### config.mk
export PLATFORM = sky130hd
export DESIGN_NAME = cmdq_exec
export DESIGN_NICKNAME = d
export VERILOG_FILES = /design/src/rtl/cmdq_pkg.sv /design/src/rtl/cmdq_decode.sv /design/src/rtl/cmdq_countdown.sv /design/src/rtl/cmdq_exec.sv
export SDC_FILE = /design/constraint.sdc
export NUM_CORES = 1
export LEC_CHECK = 0
export BUFFER_PORTS_ARGS = -buffer_cell sky130_fd_sc_hd__buf_2
export CORE_MARGIN = 10
export CORE_UTILIZATION = 40
export CTS_CLUSTER_SIZE = 25
export DETAILED_ROUTE_END_ITERATION = 10
export SLEW_MARGIN = 25
export SYNTH_ARGS = -nofsm -noshare
export SYNTH_HDL_FRONTEND = slang
export SYNTH_HIERARCHICAL = 1
export SYNTH_SLANG_ARGS = --single-unit
export TNS_END_PERCENT = 5
### constraint.sdc
create_clock -name clk -period 6.6 [get_ports clk]
set_clock_uncertainty 0.15 [all_clocks]
set_input_delay 0.66 -clock clk [delete_from_list [all_inputs] [get_ports clk]]
set_output_delay 0.66 -clock clk [all_outputs]
set_load 0.02 [all_outputs]
### src/rtl/cmdq_pkg.sv
package cmdq_pkg;

    localparam int REG_OFS_W = 20;
    localparam int BE_W      = 4;
    localparam int WORD_W    = 32;
    localparam int OP_MSB    = 31;
    localparam int OP_LSB    = 24;
    localparam int BE_LSB    = 20;

    localparam logic [7:0] OP_NOP     = 8'h00;
    localparam logic [7:0] OP_WRITE   = 8'h01;
    localparam logic [7:0] OP_WAIT_US = 8'h02;
    localparam logic [7:0] OP_SCAN    = 8'h03;
    localparam logic [7:0] OP_WAIT_VB = 8'h04;
    localparam logic [7:0] OP_SCAN_IN = 8'h05;
    localparam logic [7:0] OP_SCAN_OU = 8'h06;
    localparam logic [7:0] OP_IRQ     = 8'h07;
    localparam logic [7:0] OP_BURST   = 8'h09;
    localparam logic [7:0] OP_POLL    = 8'h0A;

    typedef enum logic [3:0] {
        ST_IDLE,
        ST_RD_LO,
        ST_RD_HI,
        ST_EXEC,
        ST_WAIT_US,
        ST_WAIT_VB,
        ST_BURST_RD,
        ST_BURST_WR,
        ST_EXT
    } state_e;

    typedef enum logic [2:0] {
        K_NOP,
        K_WRITE,
        K_WAIT_US,
        K_WAIT_VB,
        K_IRQ,
        K_BURST,
        K_EXT,
        K_BAD
    } kind_e;

endpackage

### src/rtl/cmdq_decode.sv
module cmdq_decode
    import cmdq_pkg::*;
(
    input  logic [7:0] opcode,
    output kind_e      kind
);

    always_comb begin
        unique case (opcode)
            OP_NOP:     kind = K_NOP;
            OP_WRITE:   kind = K_WRITE;
            OP_WAIT_US: kind = K_WAIT_US;
            OP_WAIT_VB: kind = K_WAIT_VB;
            OP_IRQ:     kind = K_IRQ;
            OP_BURST:   kind = K_BURST;
            OP_SCAN,
            OP_SCAN_IN,
            OP_SCAN_OU,
            OP_POLL:    kind = K_EXT;
            default:    kind = K_BAD;
        endcase
    end

endmodule

### src/rtl/cmdq_countdown.sv
module cmdq_countdown #(
    parameter int CNT_W = 32
) (
    input  logic             clk,
    input  logic             rst_n,
    input  logic             load,
    input  logic [CNT_W-1:0] load_val,
    input  logic             dec,
    output logic             is_zero
);

    logic [CNT_W-1:0] cnt_d, cnt_q;

    always_comb begin
        cnt_d = cnt_q;
        if (load) begin
            cnt_d = load_val;
        end else if (dec && (cnt_q != '0)) begin
            cnt_d = cnt_q - 1'b1;
        end
    end

    always_ff @(posedge clk) begin
        if (!rst_n) begin
            cnt_q <= '0;
        end else begin
            cnt_q <= cnt_d;
        end
    end

    assign is_zero = (cnt_q == '0);

endmodule

### src/rtl/cmdq_exec.sv
module cmdq_exec
    import cmdq_pkg::*;
#(
    parameter int AW    = 10,
    parameter int CNT_W = 32
) (
    input  logic                 clk,
    input  logic                 rst_n,
    input  logic                 ctl_enable,
    input  logic [AW-1:0]        ctl_head,
    input  logic [AW-1:0]        ctl_tail,
    input  logic                 ctl_tail_wr,
    input  logic                 ctl_halt,
    input  logic                 irq_clr,
    input  logic                 us_tick,
    input  logic                 vblank,
    output logic                 mem_rd,
    output logic [AW-1:0]        mem_addr,
    input  logic [WORD_W-1:0]    mem_rdata,
    output logic                 rb_we,
    output logic [REG_OFS_W-1:0] rb_addr,
    output logic [BE_W-1:0]      rb_be,
    output logic [WORD_W-1:0]    rb_wdata,
    output logic                 ext_start,
    output logic [7:0]           ext_op,
    output logic [WORD_W-1:0]    ext_lo,
    output logic [OP_LSB-1:0]    ext_hi,
    input  logic                 ext_done,
    output logic                 busy,
    output logic                 prog_done,
    output logic                 err_flag,
    output logic [AW-1:0]        fetch_ptr
);

    localparam logic [AW-1:0] PTR_ONE = AW'(1);

    typedef struct packed {
        state_e                 state;
        logic [AW-1:0]          ptr;
        logic [AW-1:0]          tail;
        logic [WORD_W-1:0]      lo;
        logic [WORD_W-1:0]      hi;
        logic                   done;
        logic                   err;
        logic                   wr;
        logic [REG_OFS_W-1:0]   waddr;
        logic [BE_W-1:0]        wbe;
        logic [WORD_W-1:0]      wdata;
        logic                   xs;
        logic [7:0]             xop;
        logic [WORD_W-1:0]      xlo;
        logic [OP_LSB-1:0]      xhi;
    } regs_t;

    regs_t r_d, r_q;

    kind_e            kind;
    logic             cnt_load;
    logic             cnt_dec;
    logic             cnt_zero;
    logic [CNT_W-1:0] cnt_val;
    logic [AW-1:0]    ptr_skip;

    cmdq_decode u_decode (
        .opcode (mem_rdata[OP_MSB:OP_LSB]),
        .kind   (kind)
    );

    cmdq_countdown #(
        .CNT_W (CNT_W)
    ) u_count (
        .clk      (clk),
        .rst_n    (rst_n),
        .load     (cnt_load),
        .load_val (cnt_val),
        .dec      (cnt_dec),
        .is_zero  (cnt_zero)
    );

    function automatic state_e after(input logic [AW-1:0] p, input logic [AW-1:0] t);
        return (p == t) ? ST_IDLE : ST_RD_LO;
    endfunction

    assign cnt_val  = r_q.lo[CNT_W-1:0];
    assign ptr_skip = r_q.ptr + AW'(r_q.ptr[0]);

    always_comb begin
        r_d      = r_q;
        r_d.wr   = 1'b0;
        r_d.xs   = 1'b0;
        cnt_load = 1'b0;
        cnt_dec  = 1'b0;
        mem_rd   = 1'b0;
        mem_addr = r_q.ptr;

        if (irq_clr) begin
            r_d.done = 1'b0;
        end

        unique case (r_q.state)
            ST_IDLE: begin
                if (ctl_tail_wr && ctl_enable) begin
                    r_d.ptr   = ctl_head;
                    r_d.tail  = ctl_tail;
                    r_d.state = after(ctl_head, ctl_tail);
                end
            end
            ST_RD_LO: begin
                mem_rd    = 1'b1;
                r_d.ptr   = r_q.ptr + PTR_ONE;
                r_d.state = ST_RD_HI;
            end
            ST_RD_HI: begin
                mem_rd    = 1'b1;
                r_d.ptr   = r_q.ptr + PTR_ONE;
                r_d.lo    = mem_rdata;
                r_d.state = ST_EXEC;
            end
            ST_EXEC: begin
                r_d.hi    = mem_rdata;
                r_d.state = after(r_q.ptr, r_q.tail);
                unique case (kind)
                    K_NOP: ;
                    K_BAD: r_d.err = 1'b1;
                    K_WRITE: begin
                        r_d.wr    = 1'b1;
                        r_d.waddr = mem_rdata[REG_OFS_W-1:0];
                        r_d.wbe   = mem_rdata[BE_LSB+BE_W-1:BE_LSB];
                        r_d.wdata = r_q.lo;
                    end
                    K_WAIT_US: begin
                        cnt_load  = 1'b1;
                        r_d.state = ST_WAIT_US;
                    end
                    K_WAIT_VB: begin
                        cnt_load  = 1'b1;
                        r_d.state = ST_WAIT_VB;
                    end
                    K_IRQ: r_d.done = 1'b1;
                    K_BURST: begin
                        cnt_load  = 1'b1;
                        r_d.state = ST_BURST_RD;
                    end
                    K_EXT: begin
                        r_d.xs    = 1'b1;
                        r_d.xop   = mem_rdata[OP_MSB:OP_LSB];
                        r_d.xlo   = r_q.lo;
                        r_d.xhi   = mem_rdata[OP_LSB-1:0];
                        r_d.state = ST_EXT;
                    end
                    default: ;
                endcase
            end
            ST_WAIT_US: begin
                if (cnt_zero) begin
                    r_d.state = after(r_q.ptr, r_q.tail);
                end else begin
                    cnt_dec = us_tick;
                end
            end
            ST_WAIT_VB: begin
                if (cnt_zero) begin
                    r_d.state = after(r_q.ptr, r_q.tail);
                end else begin
                    cnt_dec = vblank;
                end
            end
            ST_BURST_RD: begin
                if (cnt_zero) begin
                    r_d.ptr   = ptr_skip;
                    r_d.state = after(ptr_skip, r_q.tail);
                end else begin
                    mem_rd    = 1'b1;
                    r_d.ptr   = r_q.ptr + PTR_ONE;
                    r_d.state = ST_BURST_WR;
                end
            end
            ST_BURST_WR: begin
                r_d.wr    = 1'b1;
                r_d.waddr = r_q.hi[REG_OFS_W-1:0];
                r_d.wbe   = {BE_W{1'b1}};
                r_d.wdata = mem_rdata;
                cnt_dec   = 1'b1;
                r_d.state = ST_BURST_RD;
            end
            ST_EXT: begin
                if (ext_done) begin
                    r_d.state = after(r_q.ptr, r_q.tail);
                end
            end
            default: r_d.state = ST_IDLE;
        endcase

        if (ctl_halt) begin
            r_d.state = ST_IDLE;
            r_d.wr    = 1'b0;
            r_d.xs    = 1'b0;
            mem_rd    = 1'b0;
        end
    end

    always_ff @(posedge clk) begin
        if (!rst_n) begin
            r_q <= '0;
        end else begin
            r_q <= r_d;
        end
    end

    assign rb_we     = r_q.wr;
    assign rb_addr   = r_q.waddr;
    assign rb_be     = r_q.wbe;
    assign rb_wdata  = r_q.wdata;
    assign ext_start = r_q.xs;
    assign ext_op    = r_q.xop;
    assign ext_lo    = r_q.xlo;
    assign ext_hi    = r_q.xhi;
    assign busy      = (r_q.state != ST_IDLE);
    assign prog_done = r_q.done;
    assign err_flag  = r_q.err;
    assign fetch_ptr = r_q.ptr;

endmodule

==> results.txt, run 1 <==
The highest fanout seen on the critical path is 7. The worst slew slack as a fraction of its limit came out at roughly 33%. Prior to clock tree synthesis, the placed netlist has a worst setup slack of ~2.8 ns. The first-pass GRT wire length is between 50000 and 60000 µm. The biggest area contributor in the post-synthesis netlist is sky130_fd_sc_hd__dfxtp_1. Derived from the worst setup path, the maximum achievable clock frequency is ~250 MHz.

The maximum root-to-sink buffer count came out at 3. The clock-pin slew of the registers on the worst-case setup and hold paths is 0.06 ns. CTS built an H-tree with a depth of 1. The overall power consumption is slightly above 3 mW. The largest incremental delay on the critical path is about 0.71 ns. The number of port buffers is between 200 and 250. The cell family with the largest share of critical-path delay is simple AND/OR/NAND/NOR gates. The gate count after technology mapping came out at ~1400. Leaving out fill and tap cells, the most frequent cells in the layout are 313 x sky130_fd_sc_hd__nand2_1, 232 x sky130_fd_sc_hd__dfxtp_1, 205 x sky130_fd_sc_hd__buf_2. The number of global-route vias before repair is 9163.

The number of gates resized after CTS was 0. After floorplanning, the core was divided into 62 placement rows. The signal on the critical path passes through inv_1, ha_1, nor3b_1, nand4_2, nor3_1, nand2_1, a21oi_1, or2_2, nor2_1, buf_2. The run finished with clean final reports. The flop and latch count out of synthesis came out at roughly 230. Leaving out fill and tap cells, the most frequent cell in the layout is sky130_fd_sc_hd__nand2_1. The share of async-settable or async-resettable flops after synthesis came out at 0%.

The routed wire length came out at between 30000 and 40000 µm. Of the available clock period, the critical path in the final layout requires ~61%. The post-route non-filler standard cell count is between 1500 and 2000.

The number of enable flip-flop cells after synthesis came out at 0. The DRC violation count after routing is 0. The clock tree from TritonCTS is yes. The detailed-route vias per instance is about 5.3.

STA puts the critical path data arrival time at between 3 and 4 ns. The post-detailed-route count of antenna-violating nets came out at 0. The count of pins on the block boundary is between 200 and 250. The total via count in the routed design came out at roughly 9600. The static leakage came out at 4.94 nW.

The detailed-routing iteration count for the pre-antenna-repair pass came out at 5. Counting the buffers created by CTS gives 26. Across every metal layer, demand over resource in global routing totals ~17%. The worst setup slack after layout is about 2.6 ns. The horizontal extent of the die is approximately 190 µm. Setup violations remaining at the end of the flow were counted as 0.

The worst hold path belongs to the class input pin to flop. The end-of-flow core utilization is about 44%. The largest individual stage delay along the critical path comes from the cell sky130_fd_sc_hd__nor3_1. The netlist uses 86 different library cells.

The area of the mapped netlist came out at 0.0117 mm². The total area inside the core boundary comes to 0.0288 mm². The number of nets handed over by synthesis was 1450. The layout net count is ~1500.

The wire length per cell came out at between 15 and 20 µm. The post-CTS setup-driven buffer insertion count came out at 0. The placer's final routability congestion estimate came out at 0.845. The sum of net half-perimeters after detailed placement came out at between 20000 and 25000 µm. The die covers 0.0364 mm².

The aggregate global routing overflow came out at 0. For this design the ratio of total power to cell area is 245 mW/mm². The most used flip-flop cell after synthesis is sky130_fd_sc_hd__dfxtp_1. Max-cap violations in this run came to 0. The total count of hold-check failures in the final report is 0. By area the synthesized netlist is led by sky130_fd_sc_hd__dfxtp_1 40%, sky130_fd_sc_hd__nand2_1 10%, sky130_fd_sc_hd__buf_4 9.1%. Setup repair after global routing left no endpoint under its margin.

The worst setup path is of the flop to output port kind. The number of warning messages in the yosys log is 6. The starting utilization of the core area came out at 40.6%. Entering global routing, the biggest net connects 104 pins. The worst ir drop on vdd is around 0.17 mV. Measured along the y axis, the die boundary spans 191 µm. Buffers inserted to repair hold after CTS numbered 0. The synthesized design devotes to its leading area cell type between 30% and 40% of total area. The clock tree root driver cell is sky130_fd_sc_hd__clkbuf_16. The max-slew violation count is 0. STA classifies the critical path endpoint as an output port. At the pin with the least slew margin, the transition time is between 0.9 and 1 ns. The number of sinks driven by the clock tree is 232. The layout cell share with drive strength beyond 1 is ~22%. The sum of negative setup slack came out at 0 ns. The later pin in the worst-skew pair is clocked with a latency of 0.52 ns. The proportion of synthesized chip area in sequential cells is about two fifths. The shortest clock period the worst path allows after layout came out at 4.01 ns. Relative to the synthesized area, the layout overhead comes to 8.71%. Data on the critical path is required at its endpoint by 5.79 ns. The startpoint type of the worst setup path is a flop. The initial antenna violation count was 1. The average cell area after synthesis came out at roughly 8.4 µm². The cell count after placement came out at between 1500 and 2000.

Counting both buffers and inverters, the worst setup path holds a total of 2. The detailed router finished its first iteration with 720 violations.
==> cell usage after synthesis, types with 23 or more instances <==
cell type and count:
sky130_fd_sc_hd__nand2_1 313, sky130_fd_sc_hd__dfxtp_1 232, sky130_fd_sc_hd__buf_4 141, sky130_fd_sc_hd__a21boi_0 123, sky130_fd_sc_hd__a22oi_1 53, sky130_fd_sc_hd__clkbuf_1 47, sky130_fd_sc_hd__a21boi_1 46, sky130_fd_sc_hd__o21ai_0 41
sky130_fd_sc_hd__a21oi_1 37, sky130_fd_sc_hd__nor2_1 30, sky130_fd_sc_hd__buf_2 24, sky130_fd_sc_hd__xor2_1 24, sky130_fd_sc_hd__a31oi_1 23
==> stage by stage <==
stage,hold WS [ns],area (µm²)
2_1_floorplan,0.285,11700
3_3_place_gp,0.289,11800
3_5_place_dp,0.292,11800
4_1_cts,0.229,12700
5_1_grt,0.264,12700
6_report,0.252,12700
==> tightest hold or removal path, cell delays in order <==
cell                      delay, ns
sky130_fd_sc_hd__buf_2         0.11
sky130_fd_sc_hd__nand2_1       0.05
sky130_fd_sc_hd__a21oi_1       0.05
==> routing by layer <==
| layer | routed length, µm | GRT usage [%] |
|---|---|---|
| met5 | 0 | 0 |
| met4 | 791 | 4.57 |
| met3 | 2310 | 3.73 |
| met2 | 14800 | 27.2 |
| met1 | 15000 | 22.8 |
==> flip-flops by register name (all words and copies together) (netlist names) <==
signal / cells
r_q: 34
cnt_val: 32
ext_lo: 32
rb_wdata: 32
u_count/cnt_q: 32
ext_hi: 24
rb_addr: 20
fetch_ptr: 10
ext_op: 8
rb_be: 4
err_flag: 1
ext_start: 1
prog_done: 1
rb_we: 1
==> power breakdown <==
| group | leakage [nW] | switching [mW] | total [mW] | internal (mW) |
|---|---|---|---|---|
| clock | 0.458 | 0.581 | 1.54 | 0.961 |
| sequential | 1.87 | 0.0124 | 1.42 | 1.41 |
| combinational | 2.62 | 0.0910 | 0.152 | 0.0613 |
| total | 4.94 | 0.685 | 3.11 | 2.43 |
==> kinds of logic after synthesis <==
group           synth area share (%)
simple gates                    19.3
compound gates                  23.8
buf+inv                         13.5
flops                           39.8
xor+xnor                        2.40
mux                             1.03
fa+ha+maj                      0.214
==> final timing paths <==
kind / from / to / slack [ns] / cells after the start
max: u_count/cnt_q[0] / mem_rd / 2.59 / 10
min: ctl_head[3] / fetch_ptr[3] / 0.25 / 3
max reg2reg: u_count/cnt_q[0] / u_count/cnt_q[23] / 2.85 / 12
min reg2reg: ext_op[4] / ext_op[4] / 0.30 / 2
==> cell type report <==
type	instances	area [µm²]
diodes	1	2.50
clock buffers	33	718
clock inverters	14	195
fillers	2902	16100
inverters	18	67.6
multi-input cells	909	5480
flip-flops and latches	232	4640
well taps	384	480
repair buffers	216	1110
No activity file was read; power rests on OpenSTA's default activity.
==> run 2, diff against run 1 <==
==> constraint.sdc (replaced) <==
create_clock -name clk -period 3.55 [get_ports clk]
set_clock_uncertainty 0.15 [all_clocks]
set_input_delay 0.355 -clock clk [delete_from_list [all_inputs] [get_ports clk]]
set_output_delay 0.355 -clock clk [all_outputs]
set_load 0.02 [all_outputs]
==> run 2 against run 1 <==
  * Final area rose by 4.2%
  * Largest cell class unchanged
  * Via count rose by 1.3%
  * Combinational power rose by 110%
  * Critical path depth fell by 1
  * Die area did not move
  * Clock power rose by 73%
==> results.txt, run 2 (synthesis gave the netlist of run 1 again) <==
The run finished with clean final reports. The first-pass GRT wire length is 53700 µm. Pin placement for this block handled 207 I/O pins.

At the end of routability-driven placement, the weighted congestion stood at roughly 0.81. The critical path start-end classification is flop to output port. r_q holds more flip-flops than any other register.

The clock passes through at most 3 buffers. The sequential power share came out at between 40 and 50%. The start point of the worst hold path is ctl_head[0].

The max-slew violation count came out at 0. The power density relative to cell area came out at between 400 and 500 mW/mm². Setup repair after global routing left no endpoint under its margin.

The worst setup path is captured at an output port. The H-tree depth came out at 1. The number of cells traversed by the worst hold path is 3. The total global routing track utilization is approximately 18%. The die covers between 0.03 and 0.04 mm². Using the TritonRoute via totals, the vias-per-cell ratio works out to approximately 5.2. Row generation in the floorplan step produced 62 rows. The initial utilization of the core area, before any placement, comes to between 40% and 50%. The required arrival time at the worst endpoint is a little over 3 ns.

The cell internal power dissipation is 4.32 mW. The post-route non-filler standard cell count came out at between 1500 and 2000. Measured along the x axis, the die boundary spans roughly 190 µm. The cell depth of the worst flop-to-flop path came out at 13.

After layout, the worst setup slack is ~0.21 ns. The sum of net half-perimeters after detailed placement came out at 23300 µm. The detailed router's first-iteration violation count is 709. The total net switching power is about 1.3 mW.

The number of buffers added by the clock tree synthesis step is 27. The worst register-to-register path ends at u_count/cnt_q[26]. The library cell used most frequently in the layout, excluding fill and tap cells, is sky130_fd_sc_hd__nand2_1. The worst-case hold path end point is fetch_ptr[0].

The setup-violating endpoint count in the final report is 0. The worst slew slack as a fraction of its limit is between 20% and 30%. The tree is rooted in a sky130_fd_sc_hd__clkbuf_16. The total count of hold-check failures in the final report came out at 0. The aggregate global routing overflow came out at 0. The initial antenna violation count is 2. The startpoint type of the worst setup path is a flop.

Hold is met by between 0.02 and 0.03 ns. Counting tap cells, the placed design contains a total of ~1800 instances. The sum of negative setup slack came out at 0 ns. The worst path needs between 3 and 4 ns of the cycle, external delays included. The clock network latency to the later pin of the worst-skew pair came out at between 0.5 and 0.6 ns.

The static leakage is approximately 5.2 nW. The worst-case register-to-register setup slack came out at between 0.3 and 0.4 ns. In this run the tool buffered the top-level ports with around 210 buffer cells.

Measured along the y axis, the die boundary spans 191 µm. The startpoint of the lowest-slack register-to-register path is u_count/cnt_q[0]. The maximum number of pins on one net before global-route repair came out at roughly 110. The post-CTS setup-driven buffer insertion count came out at 0. The top cell types in the final layout, fill and taps aside, are 313 x sky130_fd_sc_hd__nand2_1, 232 x sky130_fd_sc_hd__dfxtp_1, 205 x sky130_fd_sc_hd__buf_2. After detailed routing, the number of remaining DRC violations is 0. The share of total power in the clock network is between 40% and 50%.

The layout net count came out at around 1500. The highest fanout seen on the critical path is 6. The count of maximum capacitance violations came out at 0. The total via count in the routed design is 9694. The achievable clock frequency is 299 MHz. The register with the most flip-flops in the layout has 34 of them.

The detailed-routing iteration count for the pre-antenna-repair pass came out at 5. Before CTS, the worst setup slack after placement is 0.232 ns. The layout cell share with drive strength beyond 1 came out at approximately 22%. The clock tree from TritonCTS is yes. The wire length per cell is around 18 µm. The actual transition at the worst max-transition pin came out at between 1 and 1.5 ns. The post-detailed-route count of antenna-violating nets came out at 0.

VDD sags by at most roughly 0.44 mV. Overall power consumption after layout is estimated at about 5.6 mW. The number of sinks driven by the clock tree came out at about 230.

Of the total power, the share spent switching nets is 23.2%. At the worst endpoint, the arrival time is around 2.8 ns. The period utilization is 94.2%.

The worst hold path belongs to the class input pin to flop. The share of total power dissipated in combinational logic is 5.7%. The routed wire length is approximately 34000 µm. The number of global-route vias before repair is ~9600. The clock-pin slew of the registers on the worst-case setup and hold paths came out at 0.06 ns. The area added between synthesis and finish is 13.3%. The placeable core region is 0.0288 mm².
run 2: cell count changes in the layout (fill, tap and decap cells not counted), sizes merged:
| cell | change |
|---|---|
| bufinv | -4 |
| clkinv | -3 |
| clkbuf | +4 |
| buf | +14 |
| dlygate4sd3 | +45 |
| clkinvlp | +2 |
| inv | +2 |
run 2: power groups by stage:
stage	Combinational (mW)	Clock, mW	Sequential [mW]
6_report	0.323	2.66	2.64
5_1_grt	0.354	2.82	2.64
4_1_cts	0.322	2.72	2.64
3_5_place_dp	0.284	0	2.70
3_3_place_gp	0.283	0	2.70
2_1_floorplan	0.187	0	2.69
run 2: how the worst max path moves through the flow:
stage | to | cells past startpoint | from | slack, ns
after floorplan | u_count/cnt_q[26] | 11 | u_count/cnt_q[24] | 0.45
after global placement | u_count/cnt_q[26] | 13 | u_count/cnt_q[0] | 0.30
after detailed placement | u_count/cnt_q[26] | 13 | u_count/cnt_q[0] | 0.23
after CTS | mem_rd | 9 | u_count/cnt_q[24] | 0.06
after global routing | mem_rd | 9 | u_count/cnt_q[24] | 0.04
final | mem_rd | 9 | u_count/cnt_q[24] | 0.21
run 2: area by class of cell:
type / instances / area (µm²)
antenna: 1 / 2.50
clock buffer: 37 / 753
clock inverter: 11 / 95.1
fill: 2831 / 15600
inverter: 18 / 67.6
multi-input combinational: 909 / 5490
sequential: 232 / 4640
tap: 384 / 480
timing repair buffer: 275 / 1690
run 2: routing by layer:
metal / GRT usage, % / wire (µm)
met5: 0 / 13
met4: 3.97 / 633
met3: 4.02 / 2260
met2: 29.3 / 15500
met1: 23.5 / 15200
run 2: worst max-delay path, cell delays in order, from the launching register on:
cell                      delay [ns]
sky130_fd_sc_hd__dfxtp_1        0.34
sky130_fd_sc_hd__or4_4          0.58
sky130_fd_sc_hd__or3_4          0.45
sky130_fd_sc_hd__nor3_4         0.21
sky130_fd_sc_hd__buf_4          0.16
sky130_fd_sc_hd__nand2_1        0.06
sky130_fd_sc_hd__a21oi_1        0.13
sky130_fd_sc_hd__or2_2          0.17
sky130_fd_sc_hd__nor2_1         0.05
sky130_fd_sc_hd__buf_2          0.15
run 2: per-stage QoR:
| step | area (µm²) | util [%] |
|---|---|---|
| 6_report | 13200 | 46.0 |
| 3_3_place_gp | 11900 | 41.4 |
| 2_1_floorplan | 11700 | - |
| 3_5_place_dp | 11900 | 41.4 |
| 5_1_grt | 13200 | 46.0 |
| 4_1_cts | 13200 | 45.9 |
run 2: what timing repair did:
action,CTS,global route
resized for setup,0,3
setup endpoints to repair,0,5
endpoints found under the hold margin,96,0
hold buffers,45,0
==> run 3, diff against run 2 <==
--- a/config.mk
+++ b/config.mk
@@ -10,6 +10,7 @@
 export CORE_UTILIZATION = 40
 export CTS_CLUSTER_SIZE = 25
 export DETAILED_ROUTE_END_ITERATION = 10
+export MAX_ROUTING_LAYER = met4
 export SLEW_MARGIN = 25
 export SYNTH_ARGS = -nofsm -noshare
 export SYNTH_HDL_FRONTEND = slang
==> run 3 against run 2 <==
  * Clock power hardly changed
  * Global-route usage is 0.51 points higher
  * Highest routed layer is now met4
  * Setup slack got worse by 0.0040 ns
==> results.txt, run 3 (synthesis gave the netlist of run 1 again) <==
The tool flagged a number of max-cap violations equal to 0. The routed wire length came out at 33600 µm. The shortest clock period the worst path allows after layout came out at 3.35 ns. VDD sags by at most 0.440 mV. The tree is rooted in a sky130_fd_sc_hd__clkbuf_16. The starting utilization of the core area is 40.6%. The clock-pin slew of the registers on the worst-case setup and hold paths came out at around 0.060 ns. The die boundary height came out at 191 µm. The horizontal extent of the die is between 150 and 200 µm. The placer's final routability congestion estimate is slightly above 0.8.

The total net switching power is around 1.3 mW. Compared with the post-synthesis result, the final layout area differs by 13.3%. The floorplan die area came out at between 0.03 and 0.04 mm². The analysis attributes to cell leakage a power of 5.17 nW. The DRC violation count after routing is 0. The total via count in the routed design came out at roughly 9700. The share of total power dissipated in combinational logic is about 5.7%.

The flow ran to the end, and the final reports show no timing, DRC or antenna violations. The worst setup slack after layout came out at just over 0.2 ns. The total global routing track utilization is 18.4%. The number of placement rows is 62. The actual transition at the worst max-transition pin is between 0.9 and 1 ns.

The worst setup path is launched from a flop. The placeable core region is 0.0288 mm². The power density relative to cell area came out at approximately 430 mW/mm². The final design instance area without fill is between 0.01 and 0.015 mm². Clock tree synthesis found a total of between 200 and 250 sinks. The sum of negative setup slack came out at 0 ns. The required arrival time at the worst endpoint came out at about 3.0 ns. The signal on the critical path passes through or4_4, or3_4, nor3_4, buf_4, nand2_1, a21oi_1, or2_2, nor2_1, buf_2. Along the worst path, the maximum fanout reaches 6. The max-slew violation count is 0. The first routing iteration left just over 700 violations.

The slowest stage cell on the critical path is sky130_fd_sc_hd__or4_4. r_q holds more flip-flops than any other register. The number of flip-flops under the largest register name is 34. The clock network latency to the later pin of the worst-skew pair came out at around 0.54 ns.

The share of total power dissipated in the clock network is 47.4%. The top cell types in the final layout, fill and taps aside, are 313 x sky130_fd_sc_hd__nand2_1, 232 x sky130_fd_sc_hd__dfxtp_1, 205 x sky130_fd_sc_hd__buf_2. The setup-violating endpoint count in the final report is 0. The number of global-route vias before repair is 9631. The critical path start-end classification is flop to output port. The path class of the tightest hold or removal check is input pin to flop. The wire length per cell is around 18 µm.

The aggregate global routing overflow came out at 0. The number of buffers added by the clock tree synthesis step is 27. The critical path endpoint category is an output port. In the routed layout, each cell is associated on average with a via count of roughly 5.2. The detailed-routing iteration count for the pre-antenna-repair pass came out at 6. The clock tree from TritonCTS is yes.

Based on the critical path, the design can be clocked at up to between 200 and 300 MHz. The count of pins on the block boundary came out at between 200 and 250. The total count of hold-check failures in the final report is 0. The count of buffers added on input and output ports is a little over 200. The largest incremental delay on the critical path came out at just under 0.6 ns. The first-pass GRT wire length came out at approximately 54000 µm. The post-detailed-route count of antenna-violating nets came out at 0. The net count of the finished layout is roughly 1500. The H-tree depth is 1. Before CTS, the worst setup slack after placement is around 0.23 ns.

The sum of net half-perimeters after detailed placement is about 23000 µm. The initial antenna violation count came out at 2. The worst slew slack as a fraction of its limit came out at between 30% and 40%. The area occupied by multi-input gates is about 0.0055 mm².

The maximum root-to-sink buffer count is 3. The layout cell share with drive strength beyond 1 is 21.8%. Setup repair after global routing left no endpoint under its margin. The endpoint arrival time on the critical path is approximately 2.8 ns. Once placement finished, the instance area stood at between 0.01 and 0.015 mm².

The library cell used most frequently in the layout, excluding fill and tap cells, is sky130_fd_sc_hd__nand2_1. Sequential cells account for approximately 47% of the total power. The number of setup buffers added after CTS is 0. The register area came out at 0.00464 mm². The period utilization came out at a little over nine tenths. The layout has between 2000 and 3000 filler cells.

The maximum number of pins on one net before global-route repair came out at ~110. The switching portion of total power is a little under a quarter. Internal power comes to between 4 and 5 mW.
==> run 3: path summary, 6_finish.rpt <==
check                                         end         startpoint  slack (ns)  cells past startpoint
worst max-delay path                       mem_rd  u_count/cnt_q[24]        0.20                      9
worst max register to register  u_count/cnt_q[26]   u_count/cnt_q[0]        0.37                     13
worst min register to register          ext_lo[9]          ext_lo[9]        0.30                      2
worst min-delay path                 fetch_ptr[0]        ctl_head[0]        0.03                      3
==> run 3: through the flow <==
stage | hold WS, ns | std cells | power (mW) | util, %
2_1_floorplan | 0.285 | 1387 | 2.87 | -
3_3_place_gp | 0.289 | 1773 | 2.98 | 41.4
3_5_place_dp | 0.294 | 1773 | 2.98 | 41.4
4_1_cts | 0.0130 | 1866 | 5.68 | 45.9
5_1_grt | 0.106 | 1868 | 5.82 | 46.0
6_report | 0.0327 | 1868 | 5.63 | 46.0
==> run 3: what timing repair did <==
| action | in CTS | in global routing |
|---|---|---|
| resized for setup | 0 | 3 |
| hold buffers | 45 | 0 |
| endpoints found under the setup margin | 0 | 5 |
| hold endpoints to repair | 96 | 0 |
==> run 3: power groups by stage <==
stage / registers [mW] / logic [mW] / clock network [mW]
floorplan: 2.69 / 0.187 / 0
global placement: 2.70 / 0.283 / 0
detailed placement: 2.70 / 0.284 / 0
CTS: 2.64 / 0.322 / 2.72
global route: 2.64 / 0.354 / 2.82
finish: 2.64 / 0.323 / 2.66
==> run 3: area by class of cell <==
cell class | count | share of cell area (%)
Multi-Input combinational cell | 909 | 41.5
Clock inverter | 11 | 0.719
Clock buffer | 37 | 5.69
Inverter | 18 | 0.511
Tap cell | 384 | 3.63
Sequential cell | 232 | 35.1
Antenna cell | 2 | 0.0378
Timing Repair Buffer | 275 | 12.8
==> run 3: critical path, delay by kind of cell (launching register included) <==
kind            cells  cell delay, ns
flops               1            0.34
compound gates      1            0.13
simple gates        6            1.52
buf+inv             2            0.31
==> run 3: routing by layer <==
| metal | wire (µm) | vias up | GRT usage [%] | part of all wire (%) |
|---|---|---|---|---|
| met2 | 15600 | 270 | 29.2 | 46 |
| met4 | 622 | 0 | 3.97 | 1.9 |
| met1 | 15300 | 4600 | 23.8 | 46 |
| met3 | 2060 | 44 | 3.62 | 6.1 |
| li1 | - | 4830 | - | - |
| met5 | 0 | - | - | 0 |
